$ cat src/rtl/sio_pkg.sv
package sio_pkg;

  // Register selects inside the register window
  localparam logic [1:0] SEL_CTRL  = 2'd0;
  localparam logic [1:0] SEL_COUNT = 2'd1;
  localparam logic [1:0] SEL_STAT  = 2'd2;

  // Strobes from the control FSM to the shift/buffer datapath
  typedef struct packed {
    logic restart;  // new transfer: address to 0, preload slot 0
    logic fall;     // serial clock fell: drive next bit
    logic rise;     // serial clock rose: capture sdIn
    logic commit;   // eighth rise: store received byte, advance
  } sioStrobe_t;

endpackage

$ cat src/rtl/sio_sync.sv
module sio_sync #(
  parameter int   STAGES    = 2,
  parameter logic RESET_VAL = 1'b1
) (
  input  logic clk,
  input  logic rstN,
  input  logic din,
  output logic dout
);

  logic [STAGES-1:0] stageQ;

  generate
    for (genvar g = 0; g < STAGES; g++) begin : g_stage
      if (g == 0) begin : g_first
        always_ff @(posedge clk or negedge rstN) begin
          if (!rstN) stageQ[0] <= RESET_VAL;
          else       stageQ[0] <= din;
        end
      end else begin : g_next
        always_ff @(posedge clk or negedge rstN) begin
          if (!rstN) stageQ[g] <= RESET_VAL;
          else       stageQ[g] <= stageQ[g-1];
        end
      end
    end
  endgenerate

  assign dout = stageQ[STAGES-1];

endmodule

$ cat src/rtl/sio_ctrl.sv
module sio_ctrl
  import sio_pkg::*;
#(
  parameter int DEPTH       = 32,
  parameter int HALF_PERIOD = 8,
  parameter int BITS        = 8,
  parameter int DATA_W      = 8
) (
  input  logic                     clk,
  input  logic                     rstN,
  input  logic                     regWr,
  input  logic [1:0]               regSel,
  input  logic [DATA_W-1:0]        regWrData,
  input  logic                     sckSync,
  input  logic                     csSync,
  output logic [DATA_W-1:0]        ctrlQ,
  output logic [$clog2(DEPTH)-1:0] countQ,
  output logic [DATA_W-1:0]        statusQ,
  output logic                     lsbFirst,
  output logic                     sckOut,
  output logic                     sckOe,
  output logic                     sdOe,
  output logic                     irq,
  output sioStrobe_t               strobe
);

  localparam int CNT_W = $clog2(DEPTH);
  localparam int DIV_W = $clog2(HALF_PERIOD);
  localparam int BIT_W = $clog2(BITS);
  localparam logic [DIV_W-1:0] DIV_LAST = DIV_W'(HALF_PERIOD - 1);
  localparam logic [DIV_W-1:0] DIV_ONE  = DIV_W'(1);
  localparam logic [BIT_W-1:0] BIT_LAST = BIT_W'(BITS - 1);
  localparam logic [BIT_W-1:0] BIT_ONE  = BIT_W'(1);
  localparam logic [CNT_W:0]   REM_ONE  = (CNT_W+1)'(1);
  localparam logic [CNT_W:0]   REM_FULL = (CNT_W+1)'(DEPTH);

  logic             master, csMode;
  logic             busy, done, error;
  logic [CNT_W:0]   remain;
  logic [BIT_W-1:0] bitCnt;
  logic [DIV_W-1:0] divCnt;
  logic             sckPrev, csLowPrev, midByte;

  logic csLow, gateOpen, csRose, divWrap, masterTick;
  logic slaveFall, slaveRise, fallEv, riseEv, abortEv;
  logic lastBit, lastByte, commitEv, startReq;
  logic unusedWr;

  assign unusedWr   = ^regWrData[DATA_W-1:4];

  assign csLow      = !csSync;
  assign gateOpen   = !csMode || csLow;
  assign csRose     = csLowPrev && !csLow;
  assign divWrap    = (divCnt == DIV_LAST);
  assign masterTick = busy && master && gateOpen && divWrap;
  assign slaveFall  = sckPrev && !sckSync;
  assign slaveRise  = !sckPrev && sckSync;
  assign fallEv     = busy && gateOpen && (master ? (divWrap && sckOut)  : slaveFall);
  assign riseEv     = busy && gateOpen && (master ? (divWrap && !sckOut) : slaveRise);
  assign abortEv    = busy && csMode && csRose && midByte;
  assign lastBit    = (bitCnt == BIT_LAST);
  assign lastByte   = (remain == REM_ONE);
  assign commitEv   = riseEv && lastBit;
  assign startReq   = regWr && (regSel == SEL_CTRL) && regWrData[0] && !busy;

  assign strobe = '{restart: startReq, fall: fallEv, rise: riseEv, commit: commitEv};

  assign ctrlQ   = DATA_W'({csMode, lsbFirst, master, 1'b0});
  assign statusQ = DATA_W'({error, done, busy});
  assign sckOe   = master && gateOpen;
  assign sdOe    = gateOpen;

  always_ff @(posedge clk or negedge rstN) begin
    if (!rstN) begin
      master    <= 1'b0;
      lsbFirst  <= 1'b0;
      csMode    <= 1'b0;
      countQ    <= '0;
      busy      <= 1'b0;
      done      <= 1'b0;
      error     <= 1'b0;
      remain    <= '0;
      bitCnt    <= '0;
      divCnt    <= '0;
      sckOut    <= 1'b1;
      sckPrev   <= 1'b1;
      csLowPrev <= 1'b0;
      midByte   <= 1'b0;
      irq       <= 1'b0;
    end else begin
      sckPrev   <= sckSync;
      csLowPrev <= csLow;
      irq       <= 1'b0;

      if (regWr && !busy) begin
        if (regSel == SEL_CTRL)  {csMode, lsbFirst, master} <= regWrData[3:1];
        if (regSel == SEL_COUNT) countQ <= regWrData[CNT_W-1:0];
      end
      if (regWr && (regSel == SEL_STAT)) begin
        if (regWrData[1]) done  <= 1'b0;
        if (regWrData[2]) error <= 1'b0;
      end

      if (startReq) begin
        busy    <= 1'b1;
        done    <= 1'b0;
        error   <= 1'b0;
        remain  <= (countQ == '0) ? REM_FULL : {1'b0, countQ};
        bitCnt  <= '0;
        divCnt  <= '0;
        midByte <= 1'b0;
        sckOut  <= 1'b1;
      end else if (busy) begin
        if (abortEv) begin
          busy    <= 1'b0;
          error   <= 1'b1;
          midByte <= 1'b0;
          sckOut  <= 1'b1;
        end else begin
          if (master && gateOpen) divCnt <= divWrap ? '0 : divCnt + DIV_ONE;
          if (masterTick) sckOut <= !sckOut;
          if (fallEv) midByte <= 1'b1;
          if (riseEv) bitCnt <= lastBit ? '0 : bitCnt + BIT_ONE;
          if (commitEv) begin
            midByte <= 1'b0;
            remain  <= remain - REM_ONE;
            if (lastByte) begin
              busy <= 1'b0;
              done <= 1'b1;
              irq  <= 1'b1;
            end
          end
        end
      end
    end
  end

  // Checker-only phase timer: cycles since sckOut last changed
  logic             chkSckPrev;
  logic [DIV_W:0]   phaseCnt;
  localparam logic [DIV_W:0] PH_MAX  = (DIV_W+1)'(HALF_PERIOD);
  localparam logic [DIV_W:0] PH_NEED = (DIV_W+1)'(HALF_PERIOD - 1);
  always_ff @(posedge clk or negedge rstN) begin
    if (!rstN) begin
      chkSckPrev <= 1'b1;
      phaseCnt   <= PH_MAX;
    end else begin
      chkSckPrev <= sckOut;
      if (sckOut != chkSckPrev) phaseCnt <= '0;
      else if (phaseCnt < PH_MAX) phaseCnt <= phaseCnt + 1'b1;
    end
  end

  // a generated clock phase never ends early
  a_r4_min_phase: assert property (@(posedge clk) disable iff (!rstN)
    (busy && master && (sckOut != chkSckPrev)) |-> (phaseCnt >= PH_NEED));

  // remaining byte count stays within 1..DEPTH while running
  a_r3_remain_range: assert property (@(posedge clk) disable iff (!rstN)
    busy |-> ((remain != '0) && (remain <= REM_FULL)));

  // the interrupt pulse goes with done and idle
  a_r7_irq_done: assert property (@(posedge clk) disable iff (!rstN)
    irq |-> (done && !busy));

  // an abort leaves error set, idle, and no interrupt
  a_r9_abort_flags: assert property (@(posedge clk) disable iff (!rstN)
    abortEv |=> (error && !busy && !irq));

endmodule

$ cat src/rtl/sio_dp.sv
module sio_dp
  import sio_pkg::*;
#(
  parameter int DEPTH = 32,
  parameter int BITS  = 8
) (
  input  logic                     clk,
  input  logic                     rstN,
  input  sioStrobe_t               strobe,
  input  logic                     lsbFirst,
  input  logic                     sdIn,
  input  logic                     cpuWr,
  input  logic [$clog2(DEPTH)-1:0] cpuAddr,
  input  logic [BITS-1:0]          cpuWrData,
  output logic [BITS-1:0]          cpuRdData,
  output logic                     sdOut
);

  localparam int AW = $clog2(DEPTH);
  localparam logic [AW-1:0] ADDR_ONE = AW'(1);

  logic [BITS-1:0] bufMem [DEPTH];
  logic [BITS-1:0] txShift, rxShift, rxNext;
  logic [AW-1:0]   addrQ, addrNext;

  assign addrNext  = addrQ + ADDR_ONE;
  assign cpuRdData = bufMem[cpuAddr];

  always_comb begin
    if (lsbFirst) rxNext = {sdIn, rxShift[BITS-1:1]};
    else          rxNext = {rxShift[BITS-2:0], sdIn};
  end

  always_ff @(posedge clk) begin
    if (strobe.commit)  bufMem[addrQ]   <= rxNext;
    else if (cpuWr)     bufMem[cpuAddr] <= cpuWrData;
  end

  always_ff @(posedge clk or negedge rstN) begin
    if (!rstN) begin
      txShift <= '0;
      rxShift <= '0;
      addrQ   <= '0;
      sdOut   <= 1'b1;
    end else begin
      if (strobe.restart) begin
        addrQ   <= '0;
        txShift <= bufMem[0];
        rxShift <= '0;
      end else begin
        if (strobe.fall) begin
          sdOut   <= lsbFirst ? txShift[0] : txShift[BITS-1];
          txShift <= lsbFirst ? (txShift >> 1) : (txShift << 1);
        end
        if (strobe.rise) rxShift <= rxNext;
        if (strobe.commit) begin
          addrQ   <= addrNext;
          txShift <= bufMem[addrNext];
        end
      end
    end
  end

  logic fallSeen;
  assign fallSeen = strobe.fall;

  // the data output moves only on a falling serial clock
  a_r5_out_on_fall: assert property (@(posedge clk) disable iff (!rstN)
    !$stable(sdOut) |-> $past(fallSeen));

endmodule

$ cat src/rtl/sio_autoxfer.sv
module sio_autoxfer
  import sio_pkg::*;
#(
  parameter int DEPTH       = 32,
  parameter int HALF_PERIOD = 8,
  parameter int SYNC_STAGES = 2,
  parameter int DATA_W      = 8
) (
  input  logic                     clk,
  input  logic                     rstN,
  input  logic [$clog2(DEPTH):0]   busAddr,
  input  logic                     busWrEn,
  input  logic [DATA_W-1:0]        busWrData,
  output logic [DATA_W-1:0]        busRdData,
  output logic                     irq,
  input  logic                     sckIn,
  output logic                     sckOut,
  output logic                     sckOe,
  input  logic                     sdIn,
  output logic                     sdOut,
  output logic                     sdOe,
  input  logic                     csN
);

  localparam int AW = $clog2(DEPTH);

  logic              sckSync, csSync, regWin, regWr, ramWr, lsbFirst;
  logic [DATA_W-1:0] ctrlQ, statusQ, ramRd, regRd;
  logic [AW-1:0]     countQ;
  sioStrobe_t        strobe;

  assign regWin = busAddr[AW];
  assign regWr  = busWrEn && regWin;
  assign ramWr  = busWrEn && !regWin && !statusQ[0];

  sio_sync #(.STAGES(SYNC_STAGES), .RESET_VAL(1'b1)) u_sckSync (
    .clk(clk), .rstN(rstN), .din(sckIn), .dout(sckSync));

  sio_sync #(.STAGES(SYNC_STAGES), .RESET_VAL(1'b1)) u_csSync (
    .clk(clk), .rstN(rstN), .din(csN), .dout(csSync));

  sio_ctrl #(.DEPTH(DEPTH), .HALF_PERIOD(HALF_PERIOD), .BITS(DATA_W), .DATA_W(DATA_W)) u_ctrl (
    .clk(clk), .rstN(rstN), .regWr(regWr), .regSel(busAddr[1:0]), .regWrData(busWrData),
    .sckSync(sckSync), .csSync(csSync), .ctrlQ(ctrlQ), .countQ(countQ), .statusQ(statusQ),
    .lsbFirst(lsbFirst), .sckOut(sckOut), .sckOe(sckOe), .sdOe(sdOe), .irq(irq),
    .strobe(strobe));

  sio_dp #(.DEPTH(DEPTH), .BITS(DATA_W)) u_dp (
    .clk(clk), .rstN(rstN), .strobe(strobe), .lsbFirst(lsbFirst), .sdIn(sdIn),
    .cpuWr(ramWr), .cpuAddr(busAddr[AW-1:0]), .cpuWrData(busWrData),
    .cpuRdData(ramRd), .sdOut(sdOut));

  always_comb begin
    case (busAddr[1:0])
      SEL_CTRL:  regRd = ctrlQ;
      SEL_COUNT: regRd = DATA_W'(countQ);
      SEL_STAT:  regRd = statusQ;
      default:   regRd = '0;
    endcase
  end

  assign busRdData = regWin ? regRd : ramRd;

endmodule

$ cat config.mk
export PLATFORM = sky130hd
export DESIGN_NAME = sio_autoxfer
export DESIGN_NICKNAME = d
export VERILOG_FILES = /design/src/rtl/sio_pkg.sv /design/src/rtl/sio_sync.sv /design/src/rtl/sio_ctrl.sv /design/src/rtl/sio_dp.sv /design/src/rtl/sio_autoxfer.sv
export SDC_FILE = /design/constraint.sdc
export NUM_CORES = 1
export LEC_CHECK = 0
export ABC_AREA = 1
export ABC_CLOCK_PERIOD_IN_PS = 3950
export BUFFER_PORTS_ARGS = -buffer_cell sky130_fd_sc_hd__buf_2
export CAP_MARGIN = 20
export CORE_MARGIN = 2
export CORE_UTILIZATION = 35
export CTS_CLUSTER_DIAMETER = 40
export DETAILED_ROUTE_END_ITERATION = 10
export GPL_TIMING_DRIVEN = 1
export PLACE_DENSITY_LB_ADDON = 0.15
export SYNTH_ARGS = -nofsm -noshare
export SYNTH_HDL_FRONTEND = slang
export SYNTH_SLANG_ARGS = --single-unit
$ cat constraint.sdc
create_clock -name clk -period 3.95 [get_ports clk]
set_clock_uncertainty 0.05 [all_clocks]
set_input_delay 0.5925 -clock clk [delete_from_list [all_inputs] [get_ports clk]]
set_output_delay 0.5925 -clock clk [all_outputs]
set_load 0.01 [all_outputs]
==> results_tabular.tex, run 1 <==
\begin{tabular}{lr}
\hline
Metric & Value \\
\hline
\multicolumn{2}{l}{\textbf{Routing}} \\
\quad Antenna viol nets, final & 0 \\
\quad DR pass1 iterations & 5 \\
\quad Wire length per cell after detailed routing & between 20 and 25 µm \\
\quad DR iter-0 viols & around 1400 \\
\quad WL final & around 55000 µm \\
\quad Count of unresolved DRC violations after routing & 0 \\
\quad Routed vias/inst & around 5.2 \\
\quad Via total after detailed routing & about 14000 \\
\multicolumn{2}{l}{\textbf{Critical path}} \\
\quad Type of element capturing the critical path & primary output \\
\quad RR Endpoint & u\_dp.bufMem[31][6] \\
\quad Crit path arrival time & about 2.8 ns \\
\quad Count of cells along the worst register-to-register path & 8 \\
\quad R2R Path Start & u\_dp.addrQ[0] \\
\quad FF-to-FF setup slack & 1.08 ns \\
\quad Element type at the critical path start & input pin \\
\quad Data required time at the worst endpoint & approximately 3.3 ns \\
\quad Startpoint of the worst setup timing path & busAddr[0] \\
\quad Highest net fanout along the worst path & 34 \\
\quad Type of the setup path with the least slack & in2out \\
\multicolumn{2}{l}{\textbf{CTS}} \\
\quad Bufs on Longest Clock Path & 3 \\
\quad CTS Hold Buffers Added & 0 \\
\quad Clock net sink count & 310 \\
\quad Number of buffers added by the clock tree synthesis step & between 50 and 60 \\
\quad CTS Root Buffer Type & sky130\_fd\_sc\_hd\_\_clkbuf\_16 \\
\quad Post-CTS setup buffer count & 0 \\
\quad Later-pin clock latency in the skew report & $\sim$0.62 ns \\
\quad Count of H-tree levels built during CTS & 2 \\
\quad Resized Gates After CTS & 0 \\
\quad Clock edge transition at the registers on the reported setup and hold paths & approximately 0.05 ns \\
\quad CTS tree & built \\
\multicolumn{2}{l}{\textbf{Logic synthesis}} \\
\quad Number of synthesis warnings & 0 \\
\quad Predominant post-synthesis flop cell & sky130\_fd\_sc\_hd\_\_edfxtp\_1 \\
\quad Synth top area share & 0.4767 \\
\quad Seq/Total Area, Yosys & 0.5611 \\
\quad Post-Synthesis Mean Instance Area & $\sim$8.4 µm² \\
\quad Number of enable flip-flop cells after synthesis & $\sim$260 \\
\quad Library cell with the largest summed area after synthesis & sky130\_fd\_sc\_hd\_\_edfxtp\_1 \\
\quad Fraction of synthesis flops using an asynchronous set or reset pin & 0.1742 \\
\quad Flop and latch count out of synthesis & 310 \\
\quad Largest cells by area after synthesis & sky130\_fd\_sc\_hd\_\_edfxtp\_1 48\%, sky130\_fd\_sc\_hd\_\_nand2\_1 11\%, sky130\_fd\_sc\_hd\_\_nand3\_1 9.3\% \\
\quad Commonest cells post-synth & 477 x sky130\_fd\_sc\_hd\_\_nand2\_1, 299 x sky130\_fd\_sc\_hd\_\_nand3\_1, 256 x sky130\_fd\_sc\_hd\_\_edfxtp\_1 \\
\quad Combined area of all synthesized cells & between 15000 and 20000 µm² \\
\quad Post-synthesis net count & about 2000 \\
\quad Gate count after technology mapping & approximately 1900 \\
\quad Dominant cell by count in the synthesized netlist & sky130\_fd\_sc\_hd\_\_nand2\_1 \\
\quad Unique masters post-synth & 39 \\
\multicolumn{2}{l}{\textbf{Floorplan}} \\
\quad Core area & 45380 µm² \\
\quad Total number of placement rows & around 80 \\
\quad Total I/O pin count & 33 \\
\quad Starting density of the core & 0.3553 \\
\quad Chip Width & approximately 220 µm \\
\quad Die height & between 200 and 250 µm \\
\quad Total Die Area & $\sim$48000 µm² \\
\multicolumn{2}{l}{\textbf{Timing}} \\
\quad Final critical delay including setup and external delays & $\sim$3.5 ns \\
\quad Max-slew violation total from the final report & 0 \\
\quad Slew at the pin closest to its max-slew limit & $\sim$1.0 ns \\
\quad Final count of hold timing violations & 0 \\
\quad Max-Slew Margin vs Limit & 0.3279 \\
\quad Unrepaired setup endpoints after global routing & false \\
\quad Maximum clock frequency & 0.2881 GHz \\
\quad Setup violators final & 0 \\
\quad Final worst-path cycle share & 0.8787 \\
\quad TNS Setup & 0 ns \\
\multicolumn{2}{l}{\textbf{Power}} \\
\quad PnR Total Power & between 15 and 20 mW \\
\quad Sequential fraction of design power & 0.283 \\
\quad VDD IR max & 0.0004688 V \\
\quad Portion of total power attributed to combinational logic & 0.381 \\
\quad Pwr/cell area & 806.5 nW/µm² \\
\quad Sw Share & 0.4080 \\
\quad Clock group share of total power & 0.335 \\
\quad Internal & 9.258 mW \\
\quad Switching power total & approximately 6.4 mW \\
\quad Leakage power summed over all cells & between 8 and 9 nW \\
\multicolumn{2}{l}{\textbf{Placement}} \\
\quad HPWL Detailed & about 34000 µm \\
\quad Number of buffers added on ports & 32 \\
\quad Placer Congestion & about 0.92 \\
\multicolumn{2}{l}{\textbf{Min path}} \\
\quad Min-Delay Endpoint & u\_sckSync.stageQ[0] \\
\quad Worst hold stages & 1 \\
\quad Min-delay src & sckIn \\
\quad Hold Path Class & in2reg \\
\multicolumn{2}{l}{\textbf{GRT}} \\
\quad Global-route total usage across every layer & 0.2348 \\
\quad Total congestion overflow & 0 \\
\quad Antenna violations before repair & 1 \\
\quad Largest net degree at the start of global routing & around 160 \\
\quad Via count of the first global-routing pass & approximately 13000 \\
\quad First-pass GRT wire length & about 83000 µm \\
\multicolumn{2}{l}{\textbf{Finish}} \\
\quad Layout fillers & around 4400 \\
\quad Count of nets after finishing & 2014 \\
\quad Synth-to-layout area growth & 20.25\% \\
\quad Layout cells sized above 1 & 0.1179 \\
\multicolumn{2}{l}{\textbf{Flow run}} \\
\quad Max-Cap Viols & 0 \\
\multicolumn{2}{l}{\textbf{Status}} \\
\quad Status & finished clean \\
\hline
\end{tabular}
## cell families (layout without fill, tap and decap cells)
| group | count (synthesis) | count (layout) | synth area share |
|---|---|---|---|
| AO/OA/AOI/OAI | 200 | 200 | 0.06704 |
| XOR/XNOR | 8 | 8 | 0.005276 |
| adder cells (fa/ha/maj) | 7 | 7 | 0.005431 |
| buffers and inverters | 358 | 469 | 0.08853 |
| flip-flops | 310 | 310 | 0.5611 |
| other | 0 | 1 | 0 |
| AND/OR/NAND/NOR | 1042 | 1042 | 0.2727 |
## state kept, by name, summed over array words and instances (netlist names), 3 cells and up
| name | flops |
|---|---|
| u_dp.txShift | 8 |
| u_dp.addrQ | 5 |
| u_ctrl.divCnt | 3 |
| u_ctrl.countQ | 5 |
| u_ctrl.bitCnt | 3 |
| u_dp.bufMem | 256 |
| u_dp.rxShift | 8 |
| u_ctrl.remain | 6 |
## placed cells by master, fill, tap and decap left out, types with 4 or more instances in the layout
master and n:
sky130_fd_sc_hd__nand2_1 476, sky130_fd_sc_hd__nand3_1 299, sky130_fd_sc_hd__edfxtp_1 256, sky130_fd_sc_hd__inv_1 251
sky130_fd_sc_hd__nor2_1 232, sky130_fd_sc_hd__o21ai_0 86, sky130_fd_sc_hd__a21oi_1 72, sky130_fd_sc_hd__clkbuf_16 59
sky130_fd_sc_hd__buf_4 58, sky130_fd_sc_hd__dfrtp_1 46, sky130_fd_sc_hd__buf_2 32, sky130_fd_sc_hd__nand4_1 19
sky130_fd_sc_hd__clkinv_2 10, sky130_fd_sc_hd__bufinv_16 10, sky130_fd_sc_hd__buf_12 10, sky130_fd_sc_hd__a22oi_1 9
sky130_fd_sc_hd__o211ai_1 7, sky130_fd_sc_hd__dfstp_2 7, sky130_fd_sc_hd__clkinv_1 6, sky130_fd_sc_hd__ha_1 6
sky130_fd_sc_hd__clkinv_4 6, sky130_fd_sc_hd__inv_2 5, sky130_fd_sc_hd__o22ai_1 5, sky130_fd_sc_hd__o21ai_2 5
sky130_fd_sc_hd__clkbuf_1 5, sky130_fd_sc_hd__inv_6 5, sky130_fd_sc_hd__xor2_1 4, sky130_fd_sc_hd__nor2_4 4
sky130_fd_sc_hd__clkinvlp_4 4
## layout make-up
class | count | area (µm²) | share of cell area
Inverter | 259 | 973.4 | 0.05020
Clock inverter | 44 | 578.1 | 0.02981
Multi-Input combinational cell | 1257 | 5720 | 0.2950
Antenna cell | 1 | 2.502 | 0.0001290
Timing Repair Buffer | 101 | 805.8 | 0.04155
Clock buffer | 65 | 1509 | 0.07782
Tap cell | 600 | 750.7 | 0.03871
Sequential cell | 310 | 9051 | 0.4668
## critical path, stage by stage
cell                      delay [ns]
sky130_fd_sc_hd__buf_2          0.27
sky130_fd_sc_hd__nand2_2        0.36
sky130_fd_sc_hd__buf_12         0.32
sky130_fd_sc_hd__o21a_1         0.21
sky130_fd_sc_hd__nand3_1        0.09
sky130_fd_sc_hd__nand3_1        0.20
sky130_fd_sc_hd__nand3_1        0.19
sky130_fd_sc_hd__nand2_1        0.12
sky130_fd_sc_hd__nor2_1         0.27
sky130_fd_sc_hd__buf_2          0.19
## power by group through the flow
stage	Clock, mW	Combinational [mW]	Sequential [mW]
2_1_floorplan	0	3.58	4.45
3_3_place_gp	0	5.87	4.49
3_5_place_dp	0	5.89	4.49
4_1_cts	5.32	5.91	4.43
5_1_grt	5.49	6.50	4.46
6_report	5.24	5.96	4.43
## routing by layer
metal	global-route usage	vias to the layer above	wire, µm
met5	0	-	0
met4	0.09161	0	1709
met3	0.04189	111	4732
met2	0.3726	611	24990
met1	0.3185	6487	23990
li1	-	6463	-
## stage by stage
step	setup slack (ns)	instances	cell area, µm²	hold WS (ns)	util
floorplan	0.7562	1925	16130	0.2469	-
global placement	0.5704	2525	17270	0.2998	0.3806
detailed placement	0.5877	2525	17270	0.2969	0.3806
CTS	0.5733	2634	19360	0.003862	0.4266
global route	0.4473	2637	19390	0.01742	0.4273
finish	0.4793	2637	19390	0.03462	0.4273
## how the worst max path moves through the flow
stage	endpoint	slack (ns)	depth (start not counted)
floorplan	u_dp.bufMem[0][4]	0.76	6
global placement	busRdData[6]	0.57	10
detailed placement	busRdData[6]	0.59	10
CTS	busRdData[6]	0.57	10
global route	busRdData[5]	0.45	11
finish	busRdData[6]	0.48	10
Note: power is estimated with default switching activity, not from simulation.
==> inputs of run 2 (changes only) <==
--- a/config.mk
+++ b/config.mk
@@ -9,6 +9,7 @@
 export ABC_CLOCK_PERIOD_IN_PS = 3950
 export BUFFER_PORTS_ARGS = -buffer_cell sky130_fd_sc_hd__buf_2
 export CAP_MARGIN = 20
+export CORE_ASPECT_RATIO = 0.9
 export CORE_MARGIN = 2
 export CORE_UTILIZATION = 35
 export CTS_CLUSTER_DIAMETER = 40
==> results_tabular.tex, run 2 (synthesized netlist as in run 1, its figures left out) <==
\begin{tabular}{lr}
\hline
Metric & Value \\
\hline
\multicolumn{2}{l}{\textbf{Critical path}} \\
\quad R2R Path Start & u\_dp.addrQ[0] \\
\quad Data required time at the worst endpoint & 3.31 ns \\
\quad Type of the setup path with the least slack & in2out \\
\quad FF-to-FF setup slack & slightly above 1 ns \\
\quad Crit path arrival time & around 2.6 ns \\
\quad Maximum cell stage delay along the critical path & 0.38 ns \\
\quad Library cell appearing most often on the critical path & sky130\_fd\_sc\_hd\_\_nand3\_1 \\
\quad Cell-by-cell trace of the critical path & buf\_2 > inv\_1 > nor2\_2 > buf\_4 > a22oi\_1 > nand3\_1 > nand3\_1 > nand3\_1 > nand2\_1 > nor2\_1 > buf\_2 \\
\quad Element type at the critical path start & input pin \\
\quad Critical Path Slowest Stage Cell & sky130\_fd\_sc\_hd\_\_buf\_4 \\
\quad Critical path buffers and inverters & 4 \\
\quad Highest net fanout along the worst path & 19 \\
\quad Type of element capturing the critical path & primary output \\
\quad Startpoint of the worst setup timing path & busAddr[0] \\
\quad Cell family with most CP delay & buffers and inverters \\
\multicolumn{2}{l}{\textbf{Finish}} \\
\quad Max FFs per register & between 200 and 300 \\
\quad Register containing the most flip-flops in the final layout & u\_dp.bufMem \\
\quad Final core utilization & 0.4169 \\
\quad Final Cell Area & between 15000 and 20000 µm² \\
\quad Most common library cell in the layout ignoring fill and taps & sky130\_fd\_sc\_hd\_\_nand2\_1 \\
\quad Number of diodes added for antenna fixing & 0 \\
\quad Largest registers & u\_dp.bufMem (256), u\_dp.rxShift (8), u\_dp.txShift (8) \\
\quad Count of nets after finishing & between 2000 and 2500 \\
\quad Register area & around 9100 µm² \\
\quad Synth-to-layout area growth & 17.52\% \\
\quad Most used cells in the layout excluding fill and tap cells & 476 x sky130\_fd\_sc\_hd\_\_nand2\_1, 299 x sky130\_fd\_sc\_hd\_\_nand3\_1, 256 x sky130\_fd\_sc\_hd\_\_edfxtp\_1, 251 x sky130\_fd\_sc\_hd\_\_inv\_1, 232 x sky130\_fd\_sc\_hd\_\_nor2\_1 \\
\quad Multi-input gate area in the final layout & 5713 µm² \\
\quad Layout cells sized above 1 & 0.1149 \\
\quad Layout fillers & between 4000 and 5000 \\
\multicolumn{2}{l}{\textbf{Power}} \\
\quad Portion of total power attributed to combinational logic & 0.407 \\
\quad Pwr/cell area & roughly 780 nW/µm² \\
\quad Leakage power summed over all cells & between 8 and 9 nW \\
\quad Switching power total & between 6 and 7 mW \\
\quad VDD IR max & 0.0005818 V \\
\quad Sw Share & 0.4256 \\
\quad Clock group share of total power & 0.291 \\
\quad Sequential fraction of design power & 0.301 \\
\quad Internal & between 8 and 9 mW \\
\multicolumn{2}{l}{\textbf{CTS}} \\
\quad CTS Root Buffer Type & sky130\_fd\_sc\_hd\_\_clkbuf\_16 \\
\quad Post-CTS setup buffer count & 0 \\
\quad Clock net sink count & 310 \\
\quad CTS tree & built \\
\quad Resized Gates After CTS & 0 \\
\quad Number of buffers added by the clock tree synthesis step & 50 \\
\quad Later-pin clock latency in the skew report & 0.60 ns \\
\quad Bufs on Longest Clock Path & 3 \\
\quad Count of H-tree levels built during CTS & 2 \\
\quad Clock edge transition at the registers on the reported setup and hold paths & around 0.050 ns \\
\multicolumn{2}{l}{\textbf{Floorplan}} \\
\quad Total I/O pin count & 33 \\
\quad Core area & 45460 µm² \\
\quad Total number of placement rows & between 70 and 80 \\
\quad Starting density of the core & 0.3547 \\
\quad Chip Width & 230.3 µm \\
\quad Total Die Area & around 48000 µm² \\
\quad Die height & roughly 210 µm \\
\multicolumn{2}{l}{\textbf{Routing}} \\
\quad Antenna viol nets, final & 0 \\
\quad Count of unresolved DRC violations after routing & 0 \\
\quad DR pass1 iterations & 7 \\
\quad WL final & 56080 µm \\
\quad Via total after detailed routing & $\sim$14000 \\
\quad DR iter-0 viols & between 1000 and 1500 \\
\quad Routed vias/inst & 5.253 \\
\quad Wire length per cell after detailed routing & between 20 and 25 µm \\
\multicolumn{2}{l}{\textbf{GRT}} \\
\quad First-pass GRT wire length & around 84000 µm \\
\quad Total congestion overflow & 0 \\
\quad Largest net degree at the start of global routing & just over 80 \\
\quad Global-route total usage across every layer & 0.2344 \\
\quad Antenna violations before repair & 0 \\
\quad Via count of the first global-routing pass & about 13000 \\
\multicolumn{2}{l}{\textbf{Timing}} \\
\quad Unrepaired setup endpoints after global routing & false \\
\quad Final worst-path setup slack & 0.6888 ns \\
\quad Worst hold slack & about 0.060 ns \\
\quad Max-slew violation total from the final report & 0 \\
\quad Max-Slew Margin vs Limit & 0.3755 \\
\quad Setup violators final & 0 \\
\quad Final count of hold timing violations & 0 \\
\quad Final critical delay including setup and external delays & roughly 3.3 ns \\
\quad Maximum clock frequency & slightly above 0.3 GHz \\
\quad TNS Setup & 0 ns \\
\quad Slew at the pin closest to its max-slew limit & about 0.94 ns \\
\quad Final worst-path cycle share & 0.8256 \\
\multicolumn{2}{l}{\textbf{Placement}} \\
\quad Number of buffers added on ports & 32 \\
\quad HPWL Detailed & around 35000 µm \\
\quad Placer Congestion & about 0.9 \\
\quad Setup slack at placement & approximately 0.76 ns \\
\quad Total placed instance area & approximately 17000 µm² \\
\multicolumn{2}{l}{\textbf{Flow run}} \\
\quad Max-Cap Viols & 0 \\
\multicolumn{2}{l}{\textbf{Min path}} \\
\quad Hold Path Class & in2reg \\
\quad Min-delay src & csN \\
\multicolumn{2}{l}{\textbf{Status}} \\
\quad Status & finished clean \\
\hline
\end{tabular}
run 2: changes by cell type in the layout (fill, tap and decap cells not counted), sizes merged:
cell,before,now
buf,100,111
bufinv,10,4
clkbuf,65,54
clkinv,25,23
clkinvlp,4,8
diode,1,0
inv,264,260
run 2: repair_timing:
item | 4_1_cts | 5_1_grt
hold endpoints to repair | 20 | 0
setup endpoints to repair | 0 | 0
hold buffers | 1 | 0
run 2: cell type report:
| cell class | instances | area share |
|---|---|---|
| Clock buffer | 54 | 0.06734 |
| Timing Repair Buffer | 112 | 0.04358 |
| Multi-Input combinational cell | 1257 | 0.3015 |
| Tap cell | 608 | 0.04014 |
| Sequential cell | 310 | 0.4776 |
| Inverter | 259 | 0.05137 |
| Clock inverter | 36 | 0.01849 |
run 2: routing by layer:
metal | vias up | GRT usage | wire (µm)
met5 | - | 0 | 0
met4 | 0 | 0.07453 | 1321
met3 | 87 | 0.03736 | 4283
met2 | 568 | 0.3559 | 24950
met1 | 6726 | 0.3420 | 25520
li1 | 6466 | - | -
run 2: path summary, 6_finish.rpt:
check | endpoint | cells after the start
hold / removal | u_csSync.stageQ[0] | 1
max in group asynchronous | u_dp.rxShift[4] | 3
min in group asynchronous | u_ctrl.divCnt[2] | 2
hold reg to reg | u_csSync.dout | 0
setup reg to reg | u_dp.txShift[1] | 11
setup / recovery | busRdData[7] | 11
run 2: through the flow:
step	cells	total power [mW]
floorplan	1925	8.033
global placement	2545	10.39
detailed placement	2545	10.42
CTS	2636	14.73
global route	2636	15.49
finish	2636	14.72
run 2: worst reg2reg max path: cells and delay by family, from the launching register on:
| kind | cells | cell delay [ns] |
|---|---|---|
| AOI/OAI and AO/OA | 1 | 0.32 |
| buffers and inverters | 3 | 1.24 |
| DFF | 1 | 0.42 |
| and+or+nand+nor | 7 | 0.78 |
run 2: power groups by stage:
stage          combinational (mW)  sequential (mW)  clock [mW]
6_report                     6.00             4.43        4.29
5_1_grt                      6.53             4.47        4.49
4_1_cts                      5.95             4.43        4.35
3_5_place_dp                 5.93             4.49           0
3_3_place_gp                 5.90             4.49           0
2_1_floorplan                3.58             4.45           0
